`config.mk`:
```
export PLATFORM = sky130hd
export DESIGN_NAME = lazy_ccr
export DESIGN_NICKNAME = d
export VERILOG_FILES = /design/src/rtl/lazy_ccr_pkg.sv /design/src/rtl/lazy_ccr_sext.sv /design/src/rtl/lazy_ccr_eval.sv /design/src/rtl/lazy_ccr_store.sv /design/src/rtl/lazy_ccr.sv
export SDC_FILE = /design/constraint.sdc
export NUM_CORES = 1
export LEC_CHECK = 0
export ABC_CLOCK_PERIOD_IN_PS = 5790
export CORE_UTILIZATION = 50
export DETAILED_ROUTE_END_ITERATION = 7
export DONT_BUFFER_PORTS = 1
export GPL_TIMING_DRIVEN = 0
export PLACE_DENSITY = 0.69
export SYNTH_ARGS = -nofsm -noshare
export SYNTH_HDL_FRONTEND = slang
export SYNTH_SLANG_ARGS = --single-unit
```
`constraint.sdc`:
```
create_clock -name clk -period 5.79 [get_ports clk]
set_clock_uncertainty 0.05 [all_clocks]
set_input_delay 0.579 -clock clk [delete_from_list [all_inputs] [get_ports clk]]
set_output_delay 0.579 -clock clk [all_outputs]
set_load 0.05 [all_outputs]
```
`src/rtl/lazy_ccr_pkg.sv`:
```
package lazy_ccr_pkg;
  localparam int TAG_W = 4;
  localparam int CCR_W = 5;

  // flag bit positions inside the packed value
  localparam int CCR_X = 4;
  localparam int CCR_N = 3;
  localparam int CCR_Z = 2;
  localparam int CCR_V = 1;
  localparam int CCR_C = 0;

  typedef enum logic [TAG_W-1:0] {
    TAG_FLAGS = 4'd0,
    TAG_ADD_B = 4'd1, TAG_ADD_H = 4'd2, TAG_ADD_W = 4'd3,
    TAG_SUB_B = 4'd4, TAG_SUB_H = 4'd5, TAG_SUB_W = 4'd6,
    TAG_CMP_B = 4'd7, TAG_CMP_H = 4'd8, TAG_CMP_W = 4'd9,
    TAG_LOGIC = 4'd10
  } tag_e;

  typedef enum logic [1:0] {SZ_B = 2'd0, SZ_H = 2'd1, SZ_W = 2'd2} size_e;

  typedef enum logic [2:0] {
    CLS_FLAGS, CLS_ADD, CLS_SUB, CLS_CMP, CLS_LOGIC, CLS_BAD
  } opcls_e;
endpackage

```
`src/rtl/lazy_ccr_sext.sv`:
```
module lazy_ccr_sext
  import lazy_ccr_pkg::*;
#(
  parameter int DW     = 32,
  parameter int BYTE_W = 8,
  parameter int HALF_W = 16
) (
  input  logic [DW-1:0] a_i,
  input  size_e         sz_i,
  output logic [DW-1:0] y_o
);
  localparam int BPAD = DW - BYTE_W;
  localparam int HPAD = DW - HALF_W;

  always_comb begin
    unique case (sz_i)
      SZ_B:    y_o = {{BPAD{a_i[BYTE_W-1]}}, a_i[BYTE_W-1:0]};
      SZ_H:    y_o = {{HPAD{a_i[HALF_W-1]}}, a_i[HALF_W-1:0]};
      default: y_o = a_i;
    endcase
  end
endmodule

```
`src/rtl/lazy_ccr_eval.sv`:
```
module lazy_ccr_eval
  import lazy_ccr_pkg::*;
#(
  parameter int DW     = 32,
  parameter int BYTE_W = 8,
  parameter int HALF_W = 16
) (
  input  logic [TAG_W-1:0] tag_i,
  input  logic [DW-1:0]    x_i,
  input  logic [DW-1:0]    n_i,
  input  logic [DW-1:0]    z_i,
  input  logic [DW-1:0]    v_i,
  input  logic [DW-1:0]    c_i,
  output logic [CCR_W-1:0] ccr_o,
  output logic             bad_o
);
  opcls_e        cls;
  size_e         sz;
  logic [DW-1:0] raw, ext;
  logic [DW-1:0] nw, zw, vw;
  logic          cf;

  // decode tag into class and operand size
  always_comb begin
    cls = CLS_BAD;
    sz  = SZ_W;
    unique case (tag_i)
      TAG_FLAGS: cls = CLS_FLAGS;
      TAG_ADD_B: begin cls = CLS_ADD; sz = SZ_B; end
      TAG_ADD_H: begin cls = CLS_ADD; sz = SZ_H; end
      TAG_ADD_W: begin cls = CLS_ADD; sz = SZ_W; end
      TAG_SUB_B: begin cls = CLS_SUB; sz = SZ_B; end
      TAG_SUB_H: begin cls = CLS_SUB; sz = SZ_H; end
      TAG_SUB_W: begin cls = CLS_SUB; sz = SZ_W; end
      TAG_CMP_B: begin cls = CLS_CMP; sz = SZ_B; end
      TAG_CMP_H: begin cls = CLS_CMP; sz = SZ_H; end
      TAG_CMP_W: begin cls = CLS_CMP; sz = SZ_W; end
      TAG_LOGIC: cls = CLS_LOGIC;
      default:   cls = CLS_BAD;
    endcase
  end

  // one shared adder: subtract recovers op1 for add and forms the compare difference
  assign raw = (cls == CLS_SUB) ? (n_i + v_i) : (n_i - v_i);

  lazy_ccr_sext #(.DW(DW), .BYTE_W(BYTE_W), .HALF_W(HALF_W)) u_sext (
    .a_i  (raw),
    .sz_i (sz),
    .y_o  (ext)
  );

  always_comb begin
    nw = n_i;
    zw = z_i;
    vw = v_i;
    cf = c_i[0];
    unique case (cls)
      CLS_ADD: begin
        zw = n_i;
        vw = (n_i ^ ext) & ~(ext ^ v_i);
        cf = x_i[0];
      end
      CLS_SUB: begin
        zw = n_i;
        vw = (n_i ^ ext) & (ext ^ v_i);
        cf = x_i[0];
      end
      CLS_CMP: begin
        nw = ext;
        zw = ext;
        vw = (ext ^ n_i) & (n_i ^ v_i);
        cf = (n_i < v_i);
      end
      CLS_LOGIC: begin
        zw = n_i;
        vw = '0;
        cf = 1'b0;
      end
      default: ;
    endcase
  end

  assign bad_o = (cls == CLS_BAD);

  always_comb begin
    ccr_o = '0;
    if (!bad_o) begin
      ccr_o[CCR_X] = x_i[0];
      ccr_o[CCR_N] = nw[DW-1];
      ccr_o[CCR_Z] = (zw == '0);
      ccr_o[CCR_V] = vw[DW-1];
      ccr_o[CCR_C] = cf;
    end
  end
endmodule

```
`src/rtl/lazy_ccr_store.sv`:
```
module lazy_ccr_store
  import lazy_ccr_pkg::*;
#(
  parameter int DW = 32
) (
  input  logic             clk,
  input  logic             rst_n,
  input  logic             wr_en,
  input  logic [CCR_W-1:0] wr_ccr,
  input  logic             ld_en,
  input  logic [TAG_W-1:0] ld_tag,
  input  logic [DW-1:0]    ld_x,
  input  logic [DW-1:0]    ld_n,
  input  logic [DW-1:0]    ld_z,
  input  logic [DW-1:0]    ld_v,
  input  logic [DW-1:0]    ld_c,
  input  logic             fl_en,
  input  logic             fl_ok,
  input  logic [CCR_W-1:0] fl_ccr,
  output logic [TAG_W-1:0] tag_q,
  output logic [DW-1:0]    x_q,
  output logic [DW-1:0]    n_q,
  output logic [DW-1:0]    z_q,
  output logic [DW-1:0]    v_q,
  output logic [DW-1:0]    c_q
);
  localparam logic [DW-1:0] ONE = DW'(1);

  logic             upd;
  logic [CCR_W-1:0] src_ccr;
  logic             use_ccr;
  logic [TAG_W-1:0] tag_d;
  logic [DW-1:0]    x_d, n_d, z_d, v_d, c_d;

  // priority: write, then load, then flush
  always_comb begin
    use_ccr = wr_en | (!ld_en & fl_en & fl_ok);
    src_ccr = wr_en ? wr_ccr : fl_ccr;
    upd     = wr_en | ld_en | (fl_en & fl_ok);
    if (use_ccr) begin
      tag_d = TAG_FLAGS;
      x_d   = src_ccr[CCR_X] ? ONE : '0;
      n_d   = {DW{src_ccr[CCR_N]}};
      z_d   = src_ccr[CCR_Z] ? '0 : ONE;
      v_d   = {DW{src_ccr[CCR_V]}};
      c_d   = src_ccr[CCR_C] ? ONE : '0;
    end else begin
      tag_d = ld_tag;
      x_d   = ld_x;
      n_d   = ld_n;
      z_d   = ld_z;
      v_d   = ld_v;
      c_d   = ld_c;
    end
  end

  always_ff @(posedge clk or negedge rst_n) begin
    if (!rst_n) begin
      tag_q <= TAG_FLAGS;
      x_q   <= '0;
      n_q   <= '0;
      z_q   <= ONE;
      v_q   <= '0;
      c_q   <= '0;
    end else if (upd) begin
      tag_q <= tag_d;
      x_q   <= x_d;
      n_q   <= n_d;
      z_q   <= z_d;
      v_q   <= v_d;
      c_q   <= c_d;
    end
  end

  assert_wr_tag_R7: assert property (@(posedge clk) disable iff (!rst_n)
    wr_en |=> (tag_q == TAG_FLAGS));
  assert_wr_nword_R7: assert property (@(posedge clk) disable iff (!rst_n)
    wr_en |=> ((n_q == '0) || (n_q == {DW{1'b1}})));
  assert_ld_store_R9: assert property (@(posedge clk) disable iff (!rst_n)
    (ld_en && !wr_en) |=> (tag_q == $past(ld_tag) && n_q == $past(ld_n)));
  assert_fl_refused_R8: assert property (@(posedge clk) disable iff (!rst_n)
    (fl_en && !fl_ok && !wr_en && !ld_en) |=> $stable(tag_q) && $stable(n_q));
endmodule

```
`src/rtl/lazy_ccr.sv`:
```
module lazy_ccr
  import lazy_ccr_pkg::*;
#(
  parameter int DW     = 32,
  parameter int BYTE_W = 8,
  parameter int HALF_W = 16
) (
  input  logic          clk,
  input  logic          rst_n,
  input  logic          ld_en,
  input  logic [3:0]    ld_tag,
  input  logic [DW-1:0] ld_x,
  input  logic [DW-1:0] ld_n,
  input  logic [DW-1:0] ld_z,
  input  logic [DW-1:0] ld_v,
  input  logic [DW-1:0] ld_c,
  input  logic          wr_en,
  input  logic [4:0]    wr_ccr,
  input  logic          flush_en,
  input  logic          rd_req,
  output logic          rd_valid,
  output logic [4:0]    rd_ccr,
  output logic          rd_err,
  output logic [3:0]    q_tag,
  output logic [DW-1:0] q_x,
  output logic [DW-1:0] q_n,
  output logic [DW-1:0] q_z,
  output logic [DW-1:0] q_v,
  output logic [DW-1:0] q_c
);
  logic [1:0]       rst_sync;
  logic             rst_s;
  logic [CCR_W-1:0] cur_ccr;
  logic             cur_bad;
  logic             rd_valid_d;
  logic [CCR_W-1:0] rd_ccr_d;
  logic             rd_err_d;

  // asynchronous assert, synchronous release
  always_ff @(posedge clk or negedge rst_n) begin
    if (!rst_n) rst_sync <= 2'b00;
    else        rst_sync <= {rst_sync[0], 1'b1};
  end
  assign rst_s = rst_sync[1];

  lazy_ccr_eval #(.DW(DW), .BYTE_W(BYTE_W), .HALF_W(HALF_W)) u_eval (
    .tag_i (q_tag),
    .x_i   (q_x),
    .n_i   (q_n),
    .z_i   (q_z),
    .v_i   (q_v),
    .c_i   (q_c),
    .ccr_o (cur_ccr),
    .bad_o (cur_bad)
  );

  lazy_ccr_store #(.DW(DW)) u_store (
    .clk    (clk),
    .rst_n  (rst_s),
    .wr_en  (wr_en),
    .wr_ccr (wr_ccr),
    .ld_en  (ld_en),
    .ld_tag (ld_tag),
    .ld_x   (ld_x),
    .ld_n   (ld_n),
    .ld_z   (ld_z),
    .ld_v   (ld_v),
    .ld_c   (ld_c),
    .fl_en  (flush_en),
    .fl_ok  (!cur_bad),
    .fl_ccr (cur_ccr),
    .tag_q  (q_tag),
    .x_q    (q_x),
    .n_q    (q_n),
    .z_q    (q_z),
    .v_q    (q_v),
    .c_q    (q_c)
  );

  // read response next-state
  always_comb begin
    rd_valid_d = rd_req;
    rd_ccr_d   = rd_req ? cur_ccr : rd_ccr;
    rd_err_d   = rd_req ? cur_bad : rd_err;
  end

  always_ff @(posedge clk or negedge rst_s) begin
    if (!rst_s) begin
      rd_valid <= 1'b0;
      rd_ccr   <= '0;
      rd_err   <= 1'b0;
    end else begin
      rd_valid <= rd_valid_d;
      rd_ccr   <= rd_ccr_d;
      rd_err   <= rd_err_d;
    end
  end

  assert_rd_valid_R11: assert property (@(posedge clk) disable iff (!rst_s)
    rd_req |=> rd_valid);
  assert_rd_idle_R11: assert property (@(posedge clk) disable iff (!rst_s)
    !rd_req |=> !rd_valid);
  assert_err_zero_R10: assert property (@(posedge clk) disable iff (!rst_s)
    rd_err |-> (rd_ccr == '0));
  assert_logic_clear_R6: assert property (@(posedge clk) disable iff (!rst_s)
    (rd_req && q_tag == TAG_LOGIC) |=> (rd_ccr[CCR_V] == 1'b0 && rd_ccr[CCR_C] == 1'b0));
  assert_flush_keeps_R8: assert property (@(posedge clk) disable iff (!rst_s)
    (flush_en && !wr_en && !ld_en && !cur_bad) |=> (cur_ccr == $past(cur_ccr)));
endmodule

```
==> results.tsv <==
metric	value	unit
number of nets in the layout	1491	
worst slew slack as a fraction of its limit	34.4	%
maximum operating frequency	197	MHz
worst-case clock buffer depth	2	
depth of the CTS H-tree	4	
post-route insts no fill	1546	
critical path class	reg2reg	
Seq/Total Area, Yosys	38.2	%
violations in the final reports	DRC	
cell with the biggest individual delay on the critical path	o41ai_1	
Static Leak	5.40	nW
Final Hold Slack	131	ps
Net Count, Synth	1469	
DRC violation count after routing	14	
Die Area	0.0233	mm^2
share of post-route cells with drive strength above 1	9.81	%
sequential group share of total power	39.7	%
power after layout	4.80	mW
wire length of the first global-routing pass	62900	um
via count of the first global-routing pass	10460	
final critical-path share of the clock period	87.6	%
largest net degree at the start of global routing	75	
class of the worst hold path	in2reg	
top_reg_cell synth	dfrtp_1	
fraction of met1 tracks used by global routing	42.4	%
floorplan die height	152	um
routability-driven placement congestion ratio	0.999	
initial antenna violation count	1	
Final Critical Period	5070	ps
busiest metal layer after global routing	met2	
cell depth of the worst hold path	0	
Arrival @ worst endpoint	5390	ps
clock insertion delay at the later pin of the skew report	440	ps
kind of cell adding the most delay to the critical path	compound AO/OA/AOI/OAI gates	
unrepaired setup endpoints after global routing	no	
FILL cells	2024	
area grow syn2layout	8.85	%
Cell variety after synth	94	
number of detailed-route iterations in the first pass	8	
mean post-synth cell area	9.21	um^2
worst IR drop on VDD	0.000188	V
max-slew violation count	0	
overall via count from detail_route	10427	
combinational share of power	36.3	%
cell area after technology mapping	0.0113	mm^2
total overflow reported by the global router	0	
global router's overall resource usage	35.4	%
switching component of the power	2.26	mW
number of buffers created by CTS	17	
Mapped Cells	1229	
clock tree from TritonCTS	done	
cts repair resizes	0	
Register-to-Register Path Depth	13	
sum of negative setup slack	0	ps
final instance area	0.0123	mm^2
clock slew at the register clock pins of the worst setup and hold paths	80	ps
placed wire-length estimate	32400	um
Final setup viols	0	
Antenna Nets Post-Route	0	
# port buffers	0	
number of core rows	54	
number of cells after detailed placement	1511	
share of total power consumed by net switching	47.2	%
M3 GR Usage	6.68	%
Total Routed Length	41300	um
die span in x	152	um
type of element capturing the critical path	flip-flop	
CP Max Fanout	7	
core box area	0.0220	mm^2
clock group share of total power	24.0	%
P_int	2.53	mW
Post-DP Area	0.0117	mm^2
YS warnings	0	
number of top-level design ports	346	
number of setup buffers added after CTS	0	
fraction of registers with async set or reset after synthesis	100	%
DRC marker count from the first detailed-route iteration	808	
status	finished, violations left	
maximum single-stage delay on the critical path	820	ps
total of flip-flops plus latches after synthesis	173	
max-capacitance violation count	0	
hold buffer count at cts	1	
slew at the pin closest to its max-slew limit	972	ps
average routed wire per standard cell	26.7	um
Critical Path Stages	13	
mean number of vias per cell	6.74	
sinks on the clock net	173	
Root Buffer	clkbuf_16	
count of endpoints failing hold in the final timing report	0	
endpoint required time on the critical path	6110	ps
met2 global-route usage	61.8	%
crit-path cells	inv_1, fa_1, o21bai_2, a2111oi_4, nor3_2, a211oi_4, o41ai_1, o311ai_1, xnor2_1, nand4b_1, nor4_1, o221ai_1, o31a_1	
EDFF count, synth	0	
WP buf/inv	1	
type of origin of the critical path	flip-flop	
Power Dens Cells	389	mW/mm^2
initial cell density of the core	51.4	%
-- synth_stat cells (all sizes together) (10+ instances only) --
cell | instances | share of area, %
ha | 63 | 7.0
a2bb2oi | 31 | 4.1
nor4 | 31 | 1.8
nor2 | 64 | 2.1
dfrtp | 172 | 38
a31oi | 14 | 0.91
xnor2 | 18 | 1.4
nand3 | 19 | 0.84
o21bai | 12 | 0.83
nand2 | 68 | 2.3
a211oi | 10 | 0.77
nand2b | 10 | 0.55
buf | 31 | 1.6
a21oi | 145 | 6.5
o22ai | 34 | 1.9
o211ai | 16 | 1.1
a22o | 96 | 7.4
nand4 | 11 | 0.61
nor3 | 18 | 0.84
o21ai | 53 | 2.5
o31ai | 11 | 0.73
inv | 102 | 3.4
clkbuf | 56 | 1.9
-- kinds of logic (layout without fill, tap and decap cells) --
family	Yosys count	count (layout)	share of synthesized area, %
xor gates and xnor gates	20	20	1.55
buffers and inverters	190	225	6.83
adders and majority gates	65	65	7.31
muxes	5	5	0.453
DFF	173	173	38.2
other	1	3	0.0331
and+or+nand+nor	268	268	12.1
AOI/OAI and AO/OA	507	507	33.5
-- cells in the final DEF, fill, tap and decap left out, types with 13 or more instances in the layout --
master,instances
o22ai_1,34
dfrtp_1,171
a2bb2oi_2,30
a22o_1,96
ha_1,63
a21oi_1,142
o211ai_1,15
nand2_1,68
nor2_1,63
inv_1,94
o21ai_0,49
buf_2,21
clkbuf_1,57
xnor2_1,18
a31oi_1,13
nor4_1,30
nand3_1,19
nor3_1,17
clkbuf_16,17
-- final cells by class --
cell class	count	area (um^2)	share of cell area (%)
sequential	173	4330	35.2
timing repair buffer	3	65.1	0.528
multi-input combinational	866	6220	50.5
clock buffer	18	429	3.48
buffer	87	387	3.14
inverter	103	387	3.14
antenna	2	5.00	0.0406
tap	280	350	2.84
clock inverter	14	149	1.21
-- sequential cells by signal (all words and copies together) (netlist names) --
name / count
u_store.c_q: 32
u_store.n_q: 32
u_store.v_q: 32
u_store.x_q: 32
u_store.z_q: 32
rd_ccr: 5
u_store.tag_q: 4
rst_sync: 2
rd_err: 1
rd_valid: 1
-- path summary, 6_finish.rpt --
| path | start | end | slack (ps) |
|---|---|---|---|
| worst max-delay path | u_store.n_q[1] | u_store.z_q[0] | 720 |
| worst min-delay path | rd_req | rd_valid | 130 |
| worst max register to register | u_store.n_q[1] | u_store.z_q[0] | 720 |
| worst min register to register | rst_sync[0] | rst_sync[1] | 300 |
| max in group asynchronous | rst_sync[1] | u_store.z_q[0] | 4500 |
| min in group asynchronous | rst_n | rst_sync[0] | 320 |
-- worst reg2reg max path: stages, from the launching register on --
cell       delay [ps]
dfrtp_1           780
inv_1             220
fa_1              520
o21bai_2          280
a2111oi_4         130
nor3_2            300
a211oi_4          110
o41ai_1           820
o311ai_1          180
xnor2_1           200
nand4b_1          220
nor4_1            530
o221ai_1          340
o31a_1            360
-- stage by stage --
stage	utilization, %	worst slack, ps
2_1_floorplan	-	564
3_3_place_gp	53.0	-1380
3_5_place_dp	53.3	857
4_1_cts	55.9	825
5_1_grt	56.0	559
6_report	56.0	719
-- layer usage --
layer / wire length [um] / up-vias
met5: 0 / -
met4: 1740 / 0
met3: 2790 / 99
met2: 20700 / 471
met1: 16100 / 5194
li1: - / 4663
-- power by group through the flow --
stage               Combinational (mW)  Sequential, mW  Clock [mW]
CTS                               1.71            1.90        1.17
global placement                  1.68            1.94           0
finish                            1.74            1.90        1.15
detailed placement                1.70            1.92           0
global route                      1.90            1.91        1.21
floorplan                         1.28            1.85           0
No activity file was read; power rests on OpenSTA's default activity.
